[src/rtl/hp_expander_sync.sv]
module hp_expander_sync #(
  parameter int OUT_W   = 15,
  parameter int IN_W    = 15,
  parameter int BACKOFF = 16,
  localparam int CW     = $clog2(BACKOFF + 1)
) (
  input  logic             clk,
  input  logic             rst_n,
  input  logic             cfg_done,
  input  logic [3:0]       addr_pins,
  input  logic [OUT_W-1:0] hp_out,
  input  logic             exp_int_n,
  input  logic             bus_busy,
  output logic             req_valid,
  output logic [6:0]       req_addr,
  output logic             req_rd,
  output logic [OUT_W-1:0] req_wdata,
  input  logic             ack,
  input  logic             ack_err,
  input  logic [IN_W-1:0]  ack_rdata,
  output logic [IN_W-1:0]  in_image,
  output logic             in_valid
);

  typedef enum logic [1:0] {S_IDLE, S_REQ, S_WAIT} state_t;

  state_t           state;
  logic [3:0]       pins_q;
  logic             int_s1, int_s2;
  logic [OUT_W-1:0] sent_img;
  logic [CW-1:0]    cnt;

  always_ff @(posedge clk)
    if (!rst_n) pins_q <= addr_pins;

  assign req_addr = {3'b101, pins_q};

  wire want_wr = cfg_done && (hp_out != sent_img);
  wire want_rd = cfg_done && !int_s2;

  always_ff @(posedge clk or negedge rst_n) begin
    if (!rst_n) begin
      int_s1 <= 1'b1;
      int_s2 <= 1'b1;
    end else begin
      int_s1 <= exp_int_n;
      int_s2 <= int_s1;
    end
  end

  always_ff @(posedge clk or negedge rst_n) begin
    if (!rst_n) begin
      state     <= S_IDLE;
      req_valid <= 1'b0;
      req_rd    <= 1'b0;
      req_wdata <= '0;
      sent_img  <= '0;
      in_image  <= '0;
      in_valid  <= 1'b0;
      cnt       <= '0;
    end else begin
      in_valid <= 1'b0;
      case (state)
        S_IDLE:
          if (!bus_busy && (want_wr || want_rd)) begin
            req_valid <= 1'b1;
            req_rd    <= !want_wr;
            if (want_wr) req_wdata <= hp_out;
            state     <= S_REQ;
          end
        S_REQ:
          if (ack) begin
            req_valid <= 1'b0;
            if (ack_err) begin
              cnt   <= CW'(BACKOFF - 1);
              state <= S_WAIT;
            end else begin
              state <= S_IDLE;
              if (req_rd) begin
                in_image <= ack_rdata;
                in_valid <= 1'b1;
              end else begin
                sent_img <= req_wdata;
              end
            end
          end
        S_WAIT:
          if (cnt == '0) state <= S_IDLE;
          else cnt <= cnt - 1'b1;
        default: state <= S_IDLE;
      endcase
    end
  end

  assert_addr_fixed_R1: assert property (@(posedge clk) disable iff (!rst_n)
    req_valid |-> req_addr[6:4] == 3'b101);

  assert_launch_gated_R2: assert property (@(posedge clk) disable iff (!rst_n)
    $rose(req_valid) |-> $past(cfg_done) && !$past(bus_busy));

  assert_req_hold_R8: assert property (@(posedge clk) disable iff (!rst_n)
    req_valid && !ack |=> req_valid && $stable(req_rd) && $stable(req_wdata) && $stable(req_addr));

  assert_wait_quiet_R9: assert property (@(posedge clk) disable iff (!rst_n)
    req_valid && ack && ack_err |=> !req_valid);

  assert_strobe_src_R10: assert property (@(posedge clk) disable iff (!rst_n)
    in_valid |-> $past(ack && !ack_err && req_rd && req_valid));

  assert_strobe_pulse_R10: assert property (@(posedge clk) disable iff (!rst_n)
    in_valid |=> !in_valid);

  assert_fail_keeps_R11: assert property (@(posedge clk) disable iff (!rst_n)
    req_valid && ack && ack_err |=> $stable(in_image));

endmodule

[config.mk]
export PLATFORM = sky130hd
export DESIGN_NAME = hp_expander_sync
export DESIGN_NICKNAME = d
export VERILOG_FILES = /design/src/rtl/hp_expander_sync.sv
export SDC_FILE = /design/constraint.sdc
export NUM_CORES = 1
export LEC_CHECK = 0
export ABC_AREA = 1
export CORE_MARGIN = 3
export CORE_UTILIZATION = 28
export CTS_BUF_LIST = sky130_fd_sc_hd__clkbuf_2
export DETAILED_ROUTE_END_ITERATION = 6
export SKIP_CTS_REPAIR_TIMING = 1
export SLEW_MARGIN = 40
export SYNTH_ARGS = -nofsm -noshare
export SYNTH_HDL_FRONTEND = slang
export SYNTH_SLANG_ARGS = --single-unit
[constraint.sdc]
create_clock -name clk -period 1.2 [get_ports clk]
set_input_delay 0.24 -clock clk [delete_from_list [all_inputs] [get_ports clk]]
set_output_delay 0.24 -clock clk [all_outputs]
set_load 0.02 [all_outputs]
# [Word-level counts from Yosys, hierarchy flattened]
# Cells that the tools add are included.
[totals] regBits=61 latchBits=0 ramBits=0 mem_bits_ro=0 output_inout_bits=40 word_cells=56 memories=0
[op_classes] add_sub_neg=1 n_mul=0 div_mod_pow=0 order_cmp=0 n_eq_ne=8 shift=0 n_mux=16 bitwise_logic=2 n_reduce_logical=18
[ops] op="$mux W5" n=3
[ops] op="$ne A15 B15 Y1" n=1
[ops] op="$reduce_and A4 Y1" n=3
[ops] op="$ne A2 B2 Y1 const B" n=5
[ops] op="$pmux W5 S2" n=1
[ops] op="$reduce_and A3 Y1" n=3
[ops] op="$mux W2" n=4
[ops] op="$mux W1" n=6
[ops] op="$pmux W2 S3" n=1
[ops] op="$logic_not A5 Y1" n=1
[ops] op="$sub A5 B1 Y5 const B" n=1
[ops] op="$reduce_bool A2 Y1" n=2
[ops] op="$logic_and A1 B1 Y1" n=3
[ops] op="$logic_not A1 Y1" n=3
[ops] op="$eq A2 B1 Y1 const B" n=1
[ops] op="$eq A2 B2 Y1 const B" n=1
[ops] op="$logic_not A2 Y1" n=1
[ops] op="$not A1 Y1" n=2
[ops] op="$pmux W1 S2" n=1
[ops] op="$reduce_and A2 Y1" n=1
[ops] op="$logic_or A1 B1 Y1" n=1

# [Depth between registers and ports, before layout]
[logic_depth] word_depth=6 mapped_depth=11

# [Least setup slack after synthesis]
# OpenSTA, ideal clock, no wires.
[synth_timing] path_type="reg2reg" startpoint="reg cnt[0]" endpoint="reg cnt[4]" arrival_time_ns=1.111 required_time_ns=1.074 path_slack_ns=-0.038 path_stages_with_launch=10 cell_sequence="dfrtp_1 > inv_1 > ha_1 > nand3_1 > nand2_1 > nand2_2 > nand2_2 > nor3_2 > o21ai_0 > nor2_1"
[synth_via] elab_chain_len=3
[synth_lines] element="start, declared" line_no="31" source="logic [CW-1:0] cnt;"
[synth_lines] element="start signal, assigned" line_no="75" source="cnt <= CW'(BACKOFF - 1);"
[synth_lines] element="start signal, assigned" line_no="89" source="else cnt <= cnt - 1'b1;"
[synth_lines] element="$sub A5 B1 Y5 or $logic_not A5 Y1 (tied branches)" line_no="89, 88"
[synth_lines] element="$mux W5 or $ne A2 B2 Y1 (tied branches)"
[synth_lines] element="$pmux W5 S2 or $reduce_and A4 Y1 (tied branches)"
# Several ways; a longest one is shown, not always the timed one. The select of a mux whose other input is x is not followed.
# A chain may end at the register's enable or synchronous reset.

# [Final worst setup path]
[layout_timing] startpoint="reg sent_img[12]" endpoint="reg req_wdata[14]"
[layout_via] elab_chain_len=5
[layout_lines] element="start, declared" line_no="30" source="logic [OUT_W-1:0] sent_img;"
[layout_lines] element="start signal, assigned" line_no="83" source="sent_img <= req_wdata;"
[layout_lines] element="$ne A15 B15 Y1 (*)" line_no="38" source="wire want_wr = cfg_done && (hp_out != sent_img);"
[layout_lines] element="$logic_and A1 B1 Y1 (*)" line_no="38"
[layout_lines] element="$logic_or A1 B1 Y1" line_no="65" source="if (!bus_busy && (want_wr || want_rd)) begin"
[layout_lines] element="$logic_and A1 B1 Y1" line_no="65"
[layout_lines] element="$reduce_and A3 Y1 (no line) (*)"
[layout_lines] element="end signal, assigned" line_no="68" source="if (want_wr) req_wdata <= hp_out;"
[layout_lines] element="end, declared" line_no="17" source="output logic [OUT_W-1:0] req_wdata,"
# Every way passes the cells marked *; elsewhere a longest branch is shown, timed or not.

==> results.sh <==
export IMPL_cts_root_buffer="clkbuf_2"
export IMPL_antennaDiodeCount=0
export IMPL_vias=2547
export IMPL_place_congestion=0.7569
export IMPL_synth_warnings=0
export IMPL_cp_arrival_ps=1810
export IMPL_htreeDepth=3
export IMPL_ys_ff_latch=61
export IMPL_antenna_found_initial=0
export IMPL_violations="negative setup slack"
export IMPL_die_w_um=105.6
export IMPL_cts_tree="yes"
export IMPL_ant_nets=0
export IMPL_grt_ovfl_total=0
export IMPL_netlist_instances=316
export IMPL_final_layout_size_suffix_gt1_frac=0.4534
export IMPL_swShare=0.3665
export IMPL_ioPinCount=81
export IMPL_viasPerCell=4.162
export IMPL_cp_slowest_cell="dfrtp_1"
export IMPL_drv_cap=0
export IMPL_cp_startpoint="sent_img[12]$_DFFE_PN0P_"
export IMPL_grt_max_degree=58
export IMPL_clk_pin_slew_ps=160
export IMPL_worstSetupPathType="reg2reg"
export IMPL_worstPathRequired_ps=1560
export IMPL_layout_cells_non_filler=612
export IMPL_die_h_um=105.6
export IMPL_switchingPower_mw=3.809
export IMPL_rr_startpoint="sent_img[12]$_DFFE_PN0P_"
export IMPL_crit_path_max_fanout=6
export IMPL_dp_cells=578
export IMPL_clock_latency_ps=470
export IMPL_finalHoldViolCount=0
export IMPL_fmax_ghz=0.6896
export IMPL_drt_iter0_markers=42
export IMPL_setup_ws_ps=-250.0
export IMPL_comb_power_share=0.508
export IMPL_end_kind="flop"
export IMPL_num_fill_cells=867
export IMPL_pre_cts_ws_ps=-621.6
export IMPL_setup_violations=88
export IMPL_path_cells="xnor2_1 -> nand3_1 -> nor2_4 -> nand2_2 -> nand3_4 -> clkbuf_16 -> o21ai_2"
export IMPL_synthArstFlopShare=0.9344
export IMPL_hp_start="exp_int_n"
export IMPL_leakage_nw=2.419
export IMPL_period_minus_slack_ps=1450
export IMPL_p_seq_frac=0.335
export IMPL_port_buffers=77
export IMPL_period_share=1.208
export IMPL_synth_ff_type="dfrtp_1"
export IMPL_cp_start_kind="flop"
export IMPL_grt_first_pass_wirelength_um=11350
export IMPL_syn_area_per_cell_um2=8.782
export IMPL_crit_family="simple AND/OR/NAND/NOR gates"
export IMPL_critical_path_max_stage_delay_ps=430
export IMPL_num_rows=35
export IMPL_drt_total_wl_um=7469
export IMPL_start_util=0.2948
export IMPL_fin_tns_setup_ps=-8979
export IMPL_clkPwrFrac=0.157
export IMPL_track_usage=0.1278
export IMPL_area_delta_synth_final_pct=73.35
export IMPL_intPower_mw=6.584
export IMPL_path_buf_inv=1
export IMPL_hpwlAfterDp_um=5136
export IMPL_dieArea_um2=11140
export IMPL_dr_pass1_iters=4
export IMPL_final_util=0.5110
export IMPL_skew_ps=15.27
export IMPL_slew_viol_final=0
export IMPL_core_um2=9415
export IMPL_peakVddDrop_v=0.0009035
export IMPL_grt_pass1_vias=2470
export IMPL_rsz0062_at_grt="true"
export IMPL_cts_sinks=61
export IMPL_status="finished with violations"
export IMPL_wl_per_cell_um=12.20
export IMPL_synth_edff_count=4
export IMPL_cts_max_path_buffers=2
export IMPL_cts_made_buffers=9
export IMPL_drcViolationCount=0
export IMPL_ys_seq_area_frac=0.5582
export IMPL_layout_nets=521
export IMPL_p_per_area_nw_per_um2=2160
export IMPL_syn_area_um2=2775
export IMPL_hold_class="in2reg"
export IMPL_synth_cell_types=32
-- layout by cell type, fill, tap and decap left out, types with 6 or more instances in the layout --
master	netlist	layout
nand2_1	108	101
buf_4	4	63
dfrtp_1	55	54
buf_6	1	49
clkdlybuf4s50_1	0	39
inv_1	36	28
o21ai_2	15	16
inv_2	5	12
nor2_4	1	12
nor2_1	27	12
nand2_2	9	11
clkbuf_2	0	10
a21oi_2	0	9
nor2_2	2	6
-- power by group through the flow --
stage | sequential (mW) | combinational, mW | clock, mW
final | 3.48 | 5.28 | 1.63
after global routing | 3.59 | 5.74 | 1.79
after CTS | 3.36 | 4.43 | 1.71
after detailed placement | 3.39 | 4.41 | 0
after global placement | 3.39 | 4.32 | 0
after floorplan | 3.99 | 1.42 | 0
-- logic make-up (layout without fill, tap and decap cells) --
group	Yosys count	in the layout	synth area share
AOI/OAI and AO/OA	39	39	0.09288
xor gates and xnor gates	1	1	0.003157
adders and majority gates	2	2	0.009016
buffers and inverters	52	217	0.08972
DFF	61	61	0.5582
muxes	1	1	0.004057
other	2	3	0.002706
and+or+nand+nor	158	159	0.2403
-- synth_stat cells (3+ instances only) --
cell	number	area, um2
nand2_1	108	405.4
dfrtp_1	55	1376
inv_1	36	135.1
nor2_1	27	101.4
o21ai_2	15	131.4
a21oi_1	14	70.07
nand2_2	9	56.30
o21ai_0	7	35.03
inv_2	5	18.77
nand3_1	5	25.02
buf_4	4	30.03
edfxtp_1	4	120.1
buf_2	3	15.01
-- flip-flops by register name, indices dropped and copies added (netlist names) --
| register | cells |
|---|---|
| cnt | 5 |
| int_s2 | 1 |
| req_wdata | 15 |
| req_rd | 1 |
| state | 2 |
| in_valid | 1 |
| pins_q | 4 |
| req_valid | 1 |
| int_s1 | 1 |
| in_image | 15 |
| sent_img | 15 |
-- routing by layer --
metal / part of all wire / global-route usage / vias up
met5: 0 / 0 / -
met4: 0.017 / 0.04718 / 0
met3: 0.066 / 0.05021 / 12
met2: 0.47 / 0.2017 / 69
met1: 0.44 / 0.1581 / 1176
li1: - / - / 1290
-- cell type report --
| class | count | area, um2 | area share |
|---|---|---|---|
| Multi-Input combinational cell | 205 | 1224 | 0.2544 |
| Sequential cell | 61 | 1550 | 0.3222 |
| Clock buffer | 10 | 50.05 | 0.01040 |
| Tap cell | 129 | 161.4 | 0.03355 |
| Timing Repair Buffer | 160 | 1565 | 0.3254 |
| Clock inverter | 6 | 101.3 | 0.02107 |
| Inverter | 41 | 158.9 | 0.03303 |
-- path summary, 6_finish.rpt --
check                                                 end  slack [ps]  cells after the start
min in group asynchronous              cnt[3]$_DFFE_PN0P_         400                      3
worst min register to register           int_s2$_DFF_PN1_         350                      0
max in group asynchronous                int_s1$_DFF_PN1_         490                      3
worst max register to register  req_wdata[14]$_DFFE_PN0P_        -250                      7
worst min-delay path                     int_s1$_DFF_PN1_         160                      1
worst max-delay path            req_wdata[14]$_DFFE_PN0P_        -250                      7
-- stage by stage --
| step | total power, mW | hold slack, ps | instance area [um2] |
|---|---|---|---|
| finish | 10.39 | 164.8 | 4811 |
| floorplan | 5.405 | -55.59 | 2798 |
| global route | 11.12 | 114.8 | 4811 |
| detailed placement | 7.802 | 328.2 | 4153 |
| CTS | 9.494 | -258.7 | 4304 |
| global placement | 7.701 | 324.1 | 4153 |
Note: power is estimated with default switching activity, not from simulation.
